## src/rtl/clkcfg_pkg.sv

```systemverilog
package clkcfg_pkg;

    typedef enum logic [2:0] {
        ST_IDLE     = 3'd0,
        ST_ADDR     = 3'd1,
        ST_ADDR_ACK = 3'd2,
        ST_WR_BYTE  = 3'd3,
        ST_WR_ACK   = 3'd4,
        ST_RD_BYTE  = 3'd5,
        ST_RD_ACK   = 3'd6
    } state_t;

    localparam int BYTE_BITS = 8;
    localparam int BITCNT_W  = $clog2(BYTE_BITS + 1);

endpackage

```

## src/rtl/clkcfg_line_sync.sv

```systemverilog
module clkcfg_line_sync #(
    parameter int STAGES = 2
) (
    input  logic clk,
    input  logic rst_n,
    input  logic scl_i,
    input  logic sda_i,
    output logic scl_s,
    output logic sda_s,
    output logic scl_rise,
    output logic scl_fall,
    output logic start_det,
    output logic stop_det
);
    logic [STAGES-1:0] scl_pipe;
    logic [STAGES-1:0] sda_pipe;
    logic              scl_d;
    logic              sda_d;

    // synchroniser chains, idle-high
    always_ff @(posedge clk or negedge rst_n) begin
        if (!rst_n) begin
            scl_pipe <= '1;
            sda_pipe <= '1;
            scl_d    <= 1'b1;
            sda_d    <= 1'b1;
        end else begin
            scl_pipe <= {scl_pipe[STAGES-2:0], scl_i};
            sda_pipe <= {sda_pipe[STAGES-2:0], sda_i};
            scl_d    <= scl_pipe[STAGES-1];
            sda_d    <= sda_pipe[STAGES-1];
        end
    end

    assign scl_s     = scl_pipe[STAGES-1];
    assign sda_s     = sda_pipe[STAGES-1];
    assign scl_rise  = scl_s & ~scl_d;
    assign scl_fall  = ~scl_s & scl_d;
    // SDA edge while SCL held high over both samples
    assign start_det = scl_s & scl_d & sda_d & ~sda_s;
    assign stop_det  = scl_s & scl_d & ~sda_d & sda_s;

endmodule

```

## src/rtl/clkcfg_regbank.sv

```systemverilog
module clkcfg_regbank #(
    parameter int                        NUM_REGS  = 6,
    parameter int                        IDX_W     = 4,
    parameter logic [NUM_REGS*8-1:0]     RESET_VAL = '0
) (
    input  logic                  clk,
    input  logic                  rst_n,
    input  logic                  wr_en,
    input  logic [IDX_W-1:0]      wr_idx,
    input  logic [7:0]            wr_data,
    input  logic [IDX_W-1:0]      rd_idx,
    output logic [7:0]            rd_data,
    output logic [NUM_REGS*8-1:0] cfg_o
);
    for (genvar g = 0; g < NUM_REGS; g++) begin : g_reg
        logic [7:0] r_q;
        always_ff @(posedge clk or negedge rst_n) begin
            if (!rst_n)
                r_q <= RESET_VAL[g*8 +: 8];
            else if (wr_en && wr_idx == IDX_W'(g))
                r_q <= wr_data;
        end
        assign cfg_o[g*8 +: 8] = r_q;
    end

    // out-of-range reads return the released-bus value
    always_comb begin
        rd_data = 8'hFF;
        for (int i = 0; i < NUM_REGS; i++) begin
            if (rd_idx == IDX_W'(i))
                rd_data = cfg_o[i*8 +: 8];
        end
    end

endmodule

```

## src/rtl/clkcfg_i2c_slave.sv

```systemverilog
module clkcfg_i2c_slave
    import clkcfg_pkg::*;
#(
    parameter int                    NUM_REGS  = 6,
    parameter logic [6:0]            DEV_ADDR  = 7'h69,
    parameter int                    SYNC_STG  = 2,
    parameter logic [NUM_REGS*8-1:0] CFG_RESET = 48'h5A_FF_FF_00_3C_81
) (
    input  logic                  clk,
    input  logic                  rst_n,
    input  logic                  scl_i,
    input  logic                  sda_i,
    output logic                  sda_oe,
    output logic [NUM_REGS*8-1:0] cfg_o
);
    localparam int IDX_W   = $clog2(NUM_REGS + 3);
    localparam int IDX_MAX = NUM_REGS + 2;
    localparam int HDR_N   = 2;

    state_t state_q, state_d;

    logic scl_sync, sda_s, scl_rise, scl_fall, start_det, stop_det;
    logic [BITCNT_W-1:0] bit_cnt_q;
    logic [7:0]          shreg_q;
    logic [7:0]          txreg_q;
    logic [IDX_W-1:0]    byte_idx_q, idx_next;
    logic                rd_mode_q, host_ack_q, sda_oe_q;
    logic                byte_end, addr_hit, bus_evt;
    logic                wr_en;
    logic [IDX_W-1:0]    wr_idx, rd_idx;
    logic [7:0]          rd_data, tx_byte;

    clkcfg_line_sync #(.STAGES(SYNC_STG)) u_sync (
        .clk       (clk),
        .rst_n     (rst_n),
        .scl_i     (scl_i),
        .sda_i     (sda_i),
        .scl_s     (scl_sync),
        .sda_s     (sda_s),
        .scl_rise  (scl_rise),
        .scl_fall  (scl_fall),
        .start_det (start_det),
        .stop_det  (stop_det)
    );

    clkcfg_regbank #(
        .NUM_REGS  (NUM_REGS),
        .IDX_W     (IDX_W),
        .RESET_VAL (CFG_RESET)
    ) u_regs (
        .clk     (clk),
        .rst_n   (rst_n),
        .wr_en   (wr_en),
        .wr_idx  (wr_idx),
        .wr_data (shreg_q),
        .rd_idx  (rd_idx),
        .rd_data (rd_data),
        .cfg_o   (cfg_o)
    );

    assign bus_evt  = start_det | stop_det;
    assign byte_end = scl_fall && (bit_cnt_q == BITCNT_W'(BYTE_BITS));
    assign addr_hit = (shreg_q[7:1] == DEV_ADDR);
    assign idx_next = (byte_idx_q == IDX_W'(IDX_MAX)) ? byte_idx_q : byte_idx_q + 1'b1;
    assign rd_idx   = byte_idx_q - IDX_W'(1);
    assign tx_byte  = (byte_idx_q == '0) ? 8'(NUM_REGS) : rd_data;
    assign wr_idx   = byte_idx_q - IDX_W'(HDR_N);
    assign wr_en    = (state_q == ST_WR_BYTE) && byte_end && !bus_evt
                   && (byte_idx_q >= IDX_W'(HDR_N))
                   && (byte_idx_q <  IDX_W'(NUM_REGS + HDR_N));
    assign sda_oe   = sda_oe_q;

    // next-state logic
    always_comb begin
        state_d = state_q;
        if (start_det) begin
            state_d = ST_ADDR;
        end else if (stop_det) begin
            state_d = ST_IDLE;
        end else begin
            unique case (state_q)
                ST_IDLE:     state_d = ST_IDLE;
                ST_ADDR:     if (byte_end) state_d = addr_hit ? ST_ADDR_ACK : ST_IDLE;
                ST_ADDR_ACK: if (scl_fall) state_d = rd_mode_q ? ST_RD_BYTE : ST_WR_BYTE;
                ST_WR_BYTE:  if (byte_end) state_d = ST_WR_ACK;
                ST_WR_ACK:   if (scl_fall) state_d = ST_WR_BYTE;
                ST_RD_BYTE:  if (byte_end) state_d = ST_RD_ACK;
                ST_RD_ACK:   if (scl_fall) state_d = host_ack_q ? ST_RD_BYTE : ST_IDLE;
                default:     state_d = ST_IDLE;
            endcase
        end
    end

    // state register
    always_ff @(posedge clk or negedge rst_n) begin
        if (!rst_n) state_q <= ST_IDLE;
        else        state_q <= state_d;
    end

    // datapath and SDA drive
    always_ff @(posedge clk or negedge rst_n) begin
        if (!rst_n) begin
            bit_cnt_q  <= '0;
            shreg_q    <= '0;
            txreg_q    <= '0;
            byte_idx_q <= '0;
            rd_mode_q  <= 1'b0;
            host_ack_q <= 1'b0;
            sda_oe_q   <= 1'b0;
        end else if (bus_evt) begin
            bit_cnt_q <= '0;
            sda_oe_q  <= 1'b0;
        end else begin
            unique case (state_q)
                ST_IDLE: begin
                    bit_cnt_q <= '0;
                end
                ST_ADDR, ST_WR_BYTE: begin
                    if (scl_rise) begin
                        shreg_q   <= {shreg_q[6:0], sda_s};
                        bit_cnt_q <= bit_cnt_q + 1'b1;
                    end else if (byte_end) begin
                        bit_cnt_q <= '0;
                        if (state_q == ST_ADDR) begin
                            if (addr_hit) begin
                                sda_oe_q   <= 1'b1;
                                rd_mode_q  <= shreg_q[0];
                                byte_idx_q <= '0;
                            end
                        end else begin
                            sda_oe_q   <= 1'b1;
                            byte_idx_q <= idx_next;
                        end
                    end
                end
                ST_ADDR_ACK: begin
                    if (scl_fall) begin
                        if (rd_mode_q) begin
                            txreg_q    <= {tx_byte[6:0], 1'b1};
                            sda_oe_q   <= ~tx_byte[7];
                            byte_idx_q <= idx_next;
                        end else begin
                            sda_oe_q <= 1'b0;
                        end
                    end
                end
                ST_WR_ACK: begin
                    if (scl_fall) sda_oe_q <= 1'b0;
                end
                ST_RD_BYTE: begin
                    if (scl_rise) begin
                        bit_cnt_q <= bit_cnt_q + 1'b1;
                    end else if (byte_end) begin
                        bit_cnt_q <= '0;
                        sda_oe_q  <= 1'b0;
                    end else if (scl_fall) begin
                        sda_oe_q <= ~txreg_q[7];
                        txreg_q  <= {txreg_q[6:0], 1'b1};
                    end
                end
                ST_RD_ACK: begin
                    if (scl_rise) begin
                        host_ack_q <= ~sda_s;
                    end else if (scl_fall) begin
                        if (host_ack_q) begin
                            txreg_q    <= {tx_byte[6:0], 1'b1};
                            sda_oe_q   <= ~tx_byte[7];
                            byte_idx_q <= idx_next;
                        end else begin
                            sda_oe_q <= 1'b0;
                        end
                    end
                end
                default: sda_oe_q <= 1'b0;
            endcase
        end
    end

endmodule

```

## config.mk

```make
export PLATFORM = sky130hd
export DESIGN_NAME = clkcfg_i2c_slave
export DESIGN_NICKNAME = d
export VERILOG_FILES = /design/src/rtl/clkcfg_pkg.sv /design/src/rtl/clkcfg_line_sync.sv /design/src/rtl/clkcfg_regbank.sv /design/src/rtl/clkcfg_i2c_slave.sv
export SDC_FILE = /design/constraint.sdc
export NUM_CORES = 1
export LEC_CHECK = 0
export ABC_AREA = 1
export BUFFER_PORTS_ARGS = -buffer_cell sky130_fd_sc_hd__buf_2
export CAP_MARGIN = 5
export CORE_MARGIN = 3
export CORE_UTILIZATION = 53
export CTS_CLUSTER_DIAMETER = 100
export DETAILED_ROUTE_END_ITERATION = 8
export PLACE_DENSITY = 0.77
export REMOVE_ABC_BUFFERS = 1
export SLEW_MARGIN = 20
export SYNTH_ARGS = -nofsm -noshare
export SYNTH_HDL_FRONTEND = slang
export SYNTH_SLANG_ARGS = --single-unit
```

## constraint.sdc

```tcl
create_clock -name clk -period 2 [get_ports clk]
set_input_delay 0.3 -clock clk [delete_from_list [all_inputs] [get_ports clk]]
set_output_delay 0.3 -clock clk [all_outputs]
set_load 0.005 [all_outputs]
```

# After elaboration in Yosys (flattened, before gate mapping)
# Index checks and enable logic that the tools add are counted.
# op_classes
n_addsub,4
n_lt_le_gt_ge,2
n_eq_ne,47
mux,58
n_bitwise,16
n_reduce_logical,29
# ops
operator,count
two-way mux 8 bit,15
two-way mux 4 bit,13
!= test 4 bit (second input constant),8
two-way mux 3 bit,10
AND reduction 10 bit,3
!= test 3 bit (second input constant),8
case mux 8 bit (3 select lines),1
!= test 2 bit (second input constant),11
case mux 3 bit (6 select lines),1
== test 4 x 2 -> 1 bit (second input constant),4
== test 4 x 3 -> 1 bit (second input constant),4
two-way mux 1 bit,14
zero test 4 bit,3
case mux 4 bit (3 select lines),1
AND reduction 6 bit,2
logical AND 1 bit,11
== test 3 bit (second input constant),3
nonzero test 3 bit,3
adder 4 x 1 -> 4 bit (second input constant),2
== test 4 x 1 -> 1 bit (second input constant),2
== test 4 bit (second input constant),2
inverter 1 bit,8
case mux 4 bit (2 select lines),1
AND 1 bit,7
17 further kinds,19
# word_totals
reg_bits,84
inputBits,4
output_inout_bits,49
wordCells,174

# Longest topological paths before layout
# depth
ltp_word,15
depth_mapped,17
ltp_nobuf,17

# Modules after synthesis
# From an unflattened synthesis, not the netlist that was laid out.
# unflattened
hier_cells,598
hier_area_um2,4703.3
# by_module_without_submodules
module,instances,cells_each,area_each_um2,seq_area_each_um2
clkcfg_regbank,1,309,2539.9,1233.7
clkcfg_i2c_slave,1,272,1964.4,750.7
clkcfg_line_sync,1,17,198.9,157.7

# Least setup slack after synthesis
# No wires, ideal clock.
# synth_path
path_type,register to register
from,register byte_idx_q[0]
to,register txreg_q[2]
arrival_time_ns,1.818
required_ns,1.884
slack_ns,0.065
stages_incl_launch_ff,15
n_path_buf,0
synth_period_minus_slack_ns,1.935
cell_sequence,dfrtp_1 -> inv_1 -> ha_1 -> nand2_1 -> inv_2 -> nor2_4 -> nand2_1 -> nor2_1 -> nand2_1 -> nand3_1 -> nand3_1 -> nand2_1 -> o21bai_1 -> nand2_1 -> nand2_1
# synth_via
elab_chain_cells,13
# synth_rtl
element,line,text
"start, declared",clkcfg_i2c_slave.sv:26,"logic [IDX_W-1:0] byte_idx_q, idx_next;"
"start signal, assigned",clkcfg_i2c_slave.sv:132,byte_idx_q <= idx_next;
"start signal, assigned",clkcfg_i2c_slave.sv:141,byte_idx_q <= idx_next;
"start signal, assigned",clkcfg_i2c_slave.sv:168,byte_idx_q <= idx_next;
subtractor 4 x 1 -> 4 bit,clkcfg_i2c_slave.sv:65,assign rd_idx = byte_idx_q - IDX_W'(1);
zero test 4 bit,clkcfg_regbank.sv:30,if (rd_idx == IDX_W'(i))
two-way mux 8 bit (6 in series),clkcfg_regbank.sv:30,
two-way mux 8 bit (*),clkcfg_i2c_slave.sv:66,assign tx_byte = (byte_idx_q == '0) ? 8'(NUM_REGS) : rd_data;
two-way mux 8 bit,clkcfg_i2c_slave.sv:165,if (host_ack_q) begin
two-way mux 8 bit,clkcfg_i2c_slave.sv:164,end else if (scl_fall) begin
two-way mux 8 bit,clkcfg_i2c_slave.sv:162,if (scl_rise) begin
case mux 8 bit (3 select lines) (*),clkcfg_i2c_slave.sv:114,unique case (state_q)
"end signal, assigned",clkcfg_i2c_slave.sv:139,"txreg_q <= {tx_byte[6:0], 1'b1};"
"end signal, assigned",clkcfg_i2c_slave.sv:158,"txreg_q <= {txreg_q[6:0], 1'b1};"
"end signal, assigned",clkcfg_i2c_slave.sv:166,"txreg_q <= {tx_byte[6:0], 1'b1};"
"end, declared",clkcfg_i2c_slave.sv:25,logic [7:0] txreg_q;
# Mark *: on every way between the ends. The rest lies on a longest branch, timed or not. The select of a mux whose other input is x is not followed.
# A chain may end at the register's enable or synchronous reset.

# Worst setup path in the final report
# layout_path
from,register byte_idx_q[1]
to,register txreg_q[1]
# Same word-level chain as after synthesis.

==> results.md <==
- The run finished with clean final reports.
- STA classifies the critical path startpoint as a register.
- Entering global routing, the biggest net connects 41 pins.
- The setup path with the least slack is of type reg -> reg.
- Dividing total power by cell area gives a power density of ~1000 nW/µm².
- Leaving out filler cells and counting taps, the final layout contains between 700 and 800.
- The clock tree buffer depth is 2.
- The highest net fanout along the worst path is 8.
- Once placement finished, the instance area stood at ~5000 µm².
- The sum of net half-perimeters after detailed placement is a little over 8 mm.
- TritonCTS built the clock tree.
- The area share of the largest cell type after synthesis is between 20% and 30%.
- The sequential cell area is around 2100 µm².
- The combinational share of power is between 40% and 50%.
- Internal power comes to roughly 3.3 mW.
- The via count of the first global-routing pass is about 3,900.
- The routability-driven placement congestion ratio is a little over 0.9.
- The top-level I/O count is 53.
- The worst-case IR drop observed on VDD is between 400 and 500 µV.
- The source-to-sink clock delay at the later pin of the worst-skew pair is ~0.35 ns.
- The width of the die is 97.3 µm.
- Clock-pin slew was measured on the worst setup and hold paths at ~0.09 ns.
- For this design, the sink count on the clock tree is between 80 and 90.
- The origin of the worst setup path is byte_idx_q[1].
- The number of slew-limit violations in the final report is 0.
- The highest achievable clock rate is roughly 510 MHz.
- Using the TritonRoute via totals, the vias-per-cell ratio works out to ~5.4.
- The number of antenna violations at the first check in global routing is 0.
- The first global-routing pass estimated about 19 mm of wire.
- The final period utilization is a little over nine tenths.
- For this run, the leading register cell type out of synthesis is sky130_fd_sc_hd__dfrtp_1.
- The floorplan step defined a die boundary enclosing about 9500 µm².
- Of the total power, the share spent switching nets is 39.1%.
- For the worst flop-to-flop path, the logic depth is 16.
- The average detailed-routed wire length per instance is between 15 and 20 µm.
- In this run, synthesis inferred 0 flip-flops with an integrated enable.
- The count of port buffers added during placement is between 50 and 60.
- The register area share after synthesis is around 49%.
- The worst setup path endpoint is txreg_q[1].
- The mean instance size in the synthesized netlist is between 7 and 8 µm².
- The worst path required time is between 2 and 2.5 ns.
- The number of instances on the worst hold path is 1.
- The final-report setup violation count is 0.
- The internal reg-to-reg setup slack is between 0.03 and 0.04 ns.
- The cell at the root of the clock tree is sky130_fd_sc_hd__clkbuf_8.
- The design area is 5470 µm².
- The post-synth design cell area is 4410 µm².
- The area taken by multi-input logic gates is about 2100 µm².
- The flop and latch count out of synthesis is 84.
- The portion of total power attributed to sequential cells is 34.6%.
- Buffers inserted during clock tree synthesis total 9.
- After synthesis, the netlist uses 39 different library cells.
- The worst setup path is captured at a register.
- The launch point of the worst reg-to-reg path is byte_idx_q[1].
- The share of power burned in the clock network is 25.3%.
- Summed over all cells, the static leakage comes to about 2.7 nW.
- The data arrival time of the critical path is roughly 2.2 ns.
- Max-cap violations in this run came to 0.
- The residual DRC count is 0.
- The final count of hold timing violations came to 0.
- During synthesis, Yosys emitted a total of 0 warnings.
- The proportion of layout cells with a drive suffix above 1 is between 30% and 40%.
- For this block, the routed nets add up to between 10 and 15 mm of wire.
- Measured along the y axis, the die boundary spans around 100 µm.
- The placeable core region is between 7000 and 8000 µm².
- The initial utilization of the core area, before any placement, comes to between 50% and 60%.
- After the last flow step, the layout net total stands at about 660.
- The maximum level of the CTS H-tree is 3.
- The cell count after synthesis is roughly 550.
- The layout overhead on the synthesized area is 23.9%.
- Setup repair after global routing could not meet its margin everywhere.
- The library cell with the largest summed area after synthesis is sky130_fd_sc_hd__dfrtp_1.
- The total track usage is 24.2%.
- Counting I/O delays and the setup requirement, the final critical path takes just under 2 ns.
- The number of fill cells is 617.
- The detailed router placed 4,062 vias in this run.
- The number of antenna repair diodes is 0.
- The number of placed instances with taps included is 724.
- By area the synthesized netlist is led by sky130_fd_sc_hd__dfrtp_1, sky130_fd_sc_hd__dfstp_2, sky130_fd_sc_hd__nand2_1.
- The proportion of register bits with asynchronous set or reset after synthesis is 100%.
- The tightest min-delay check is of the in -> reg type.
- Ranked by instance count, the synthesized netlist is headed by sky130_fd_sc_hd__nand2_1, sky130_fd_sc_hd__inv_1, sky130_fd_sc_hd__nor2_1.
- In the post-synthesis netlist, the cell with the most instances is sky130_fd_sc_hd__nand2_1.
- Final hold analysis gives a worst-case slack of roughly 0.042 ns.
- In this run the core area contains 32 standard-cell rows.
- In this run, the number of DRC markers left after iteration 0 of detailed routing was approximately 280.
- The transition time at the pin with the least slew margin is between 0.5 and 0.6 ns.
- Global routing finished with a remaining overflow of 0.
- Headroom to the max-slew limit came out at roughly 64%.
- The number of detailed-routing iterations run before antenna repair is 5.
- Clock skew on the completed layout was measured at approximately 0.012 ns.
- The end of the worst register-to-register path is txreg_q[1].
- The remaining antenna violation count after routing is 0.
- The switching power total is approximately 2.1 mW.
## flip-flops by register name, summed over array words and instances, names as in the netlist, 2 cells and up
signal,cells
shreg_q,8
byte_idx_q,4
u_sync.sda_pipe,2
u_sync.scl_pipe,2
u_regs.g.r_q,48
state_q,3
txreg_q,8
bit_cnt_q,4
## layout by cell type, fill, tap and decap left out, types with 3 or more instances in the layout
master,synthesis,layout
sky130_fd_sc_hd__a21oi_1,15,13
sky130_fd_sc_hd__buf_12,0,6
sky130_fd_sc_hd__buf_2,3,51
sky130_fd_sc_hd__buf_4,0,27
sky130_fd_sc_hd__buf_6,7,3
sky130_fd_sc_hd__clkbuf_8,0,10
sky130_fd_sc_hd__dfrtp_1,52,52
sky130_fd_sc_hd__dfstp_2,32,32
sky130_fd_sc_hd__ha_1,11,7
sky130_fd_sc_hd__ha_4,0,3
sky130_fd_sc_hd__inv_1,63,57
sky130_fd_sc_hd__inv_2,6,10
sky130_fd_sc_hd__nand2_1,154,146
sky130_fd_sc_hd__nand2_2,1,6
sky130_fd_sc_hd__nand2_4,0,3
sky130_fd_sc_hd__nand3_1,31,21
sky130_fd_sc_hd__nand3_2,8,17
sky130_fd_sc_hd__nand4_1,7,7
sky130_fd_sc_hd__nor2_1,55,50
sky130_fd_sc_hd__nor2_2,1,4
sky130_fd_sc_hd__nor2_4,2,4
sky130_fd_sc_hd__nor3_1,5,5
sky130_fd_sc_hd__o21ai_0,31,29
sky130_fd_sc_hd__o21ai_1,41,43
sky130_fd_sc_hd__o21ai_2,7,7
## how the worst min path moves through the flow
stage	from	to	slack [ns]
floorplan	rst_n	bit_cnt_q[0]	0.004
global placement	rst_n	u_regs.g_reg[2].r_q[7]	0.31
detailed placement	rst_n	u_regs.g_reg[2].r_q[7]	0.32
CTS	sda_i	u_sync.sda_pipe[0]	0.03
global route	sda_i	u_sync.sda_pipe[0]	0.02
finish	sda_i	u_sync.sda_pipe[0]	0.04
## critical path, stage by stage (launching register included)
cell and delay [ns]:
sky130_fd_sc_hd__dfrtp_1 0.42, sky130_fd_sc_hd__inv_4 0.12, sky130_fd_sc_hd__ha_4 0.16, sky130_fd_sc_hd__nand2_2 0.06
sky130_fd_sc_hd__nand2_2 0.10, sky130_fd_sc_hd__nand2_2 0.06, sky130_fd_sc_hd__nand2_4 0.13, sky130_fd_sc_hd__nand2_4 0.09
sky130_fd_sc_hd__nor2_4 0.12, sky130_fd_sc_hd__buf_6 0.13, sky130_fd_sc_hd__nand2_1 0.06, sky130_fd_sc_hd__nand3_2 0.07
sky130_fd_sc_hd__nand3_2 0.08, sky130_fd_sc_hd__nand2_1 0.07, sky130_fd_sc_hd__nand2_1 0.06, sky130_fd_sc_hd__nand2_1 0.06
sky130_fd_sc_hd__a21oi_1 0.06
## logic make-up (layout without fill, tap and decap cells)
family | after synthesis | in the layout | synth area share [%]
simple gates | 273 | 273 | 27.1
compound gates | 103 | 103 | 12.8
flops | 84 | 84 | 48.5
fa+ha+maj | 11 | 11 | 3.12
xor+xnor | 1 | 1 | 0.198
buf+inv | 82 | 174 | 8.28
## layout make-up
class | count | area share [%]
flip-flops and latches | 84 | 39.2
multi-input cells | 388 | 38.1
repair buffers | 88 | 11.4
inverters | 70 | 4.92
clock buffers | 11 | 2.59
well taps | 102 | 2.33
clock inverters | 5 | 1.56
## stage by stage
step	util, %	setup TNS, ns	setup slack, ns	power [mW]
3_3_place_gp	63.1	-2.43	-0.0845	3.63
4_1_cts	66.4	0	0.00264	5.11
3_5_place_dp	63.1	-2.17	-0.0862	3.68
5_1_grt	69.3	-0.572	-0.0884	5.85
2_1_floorplan	-	-0.0707	-0.0354	3.11
6_report	69.3	0	0.0394	5.49
## repair_timing
| item | 4_1_cts | 5_1_grt |
|---|---|---|
| resized for setup | 4 | 49 |
| hold buffers | 1 | 0 |
| endpoints found under the setup margin | 55 | 62 |
| endpoints found under the hold margin | 27 | 0 |
| buffers inserted | 1 | 6 |
| pin swaps | 0 | 18 |
## power by group through the flow
stage | clock network (mW) | registers (mW) | logic, mW
global placement | 0 | 1.91 | 1.72
floorplan | 0 | 1.92 | 1.19
global route | 1.48 | 1.91 | 2.46
CTS | 1.40 | 1.89 | 1.82
finish | 1.39 | 1.90 | 2.21
detailed placement | 0 | 1.92 | 1.76
## metal layers
metal / vias up / global-route usage, % / routed length [µm]
li1: 1950 / - / -
met1: 1958 / 34.0 / 4970
met2: 138 / 38.2 / 5530
met3: 16 / 4.67 / 790
met4: 0 / 7.14 / 143
met5: - / 0 / 0
(Power assumes the default switching activity.)
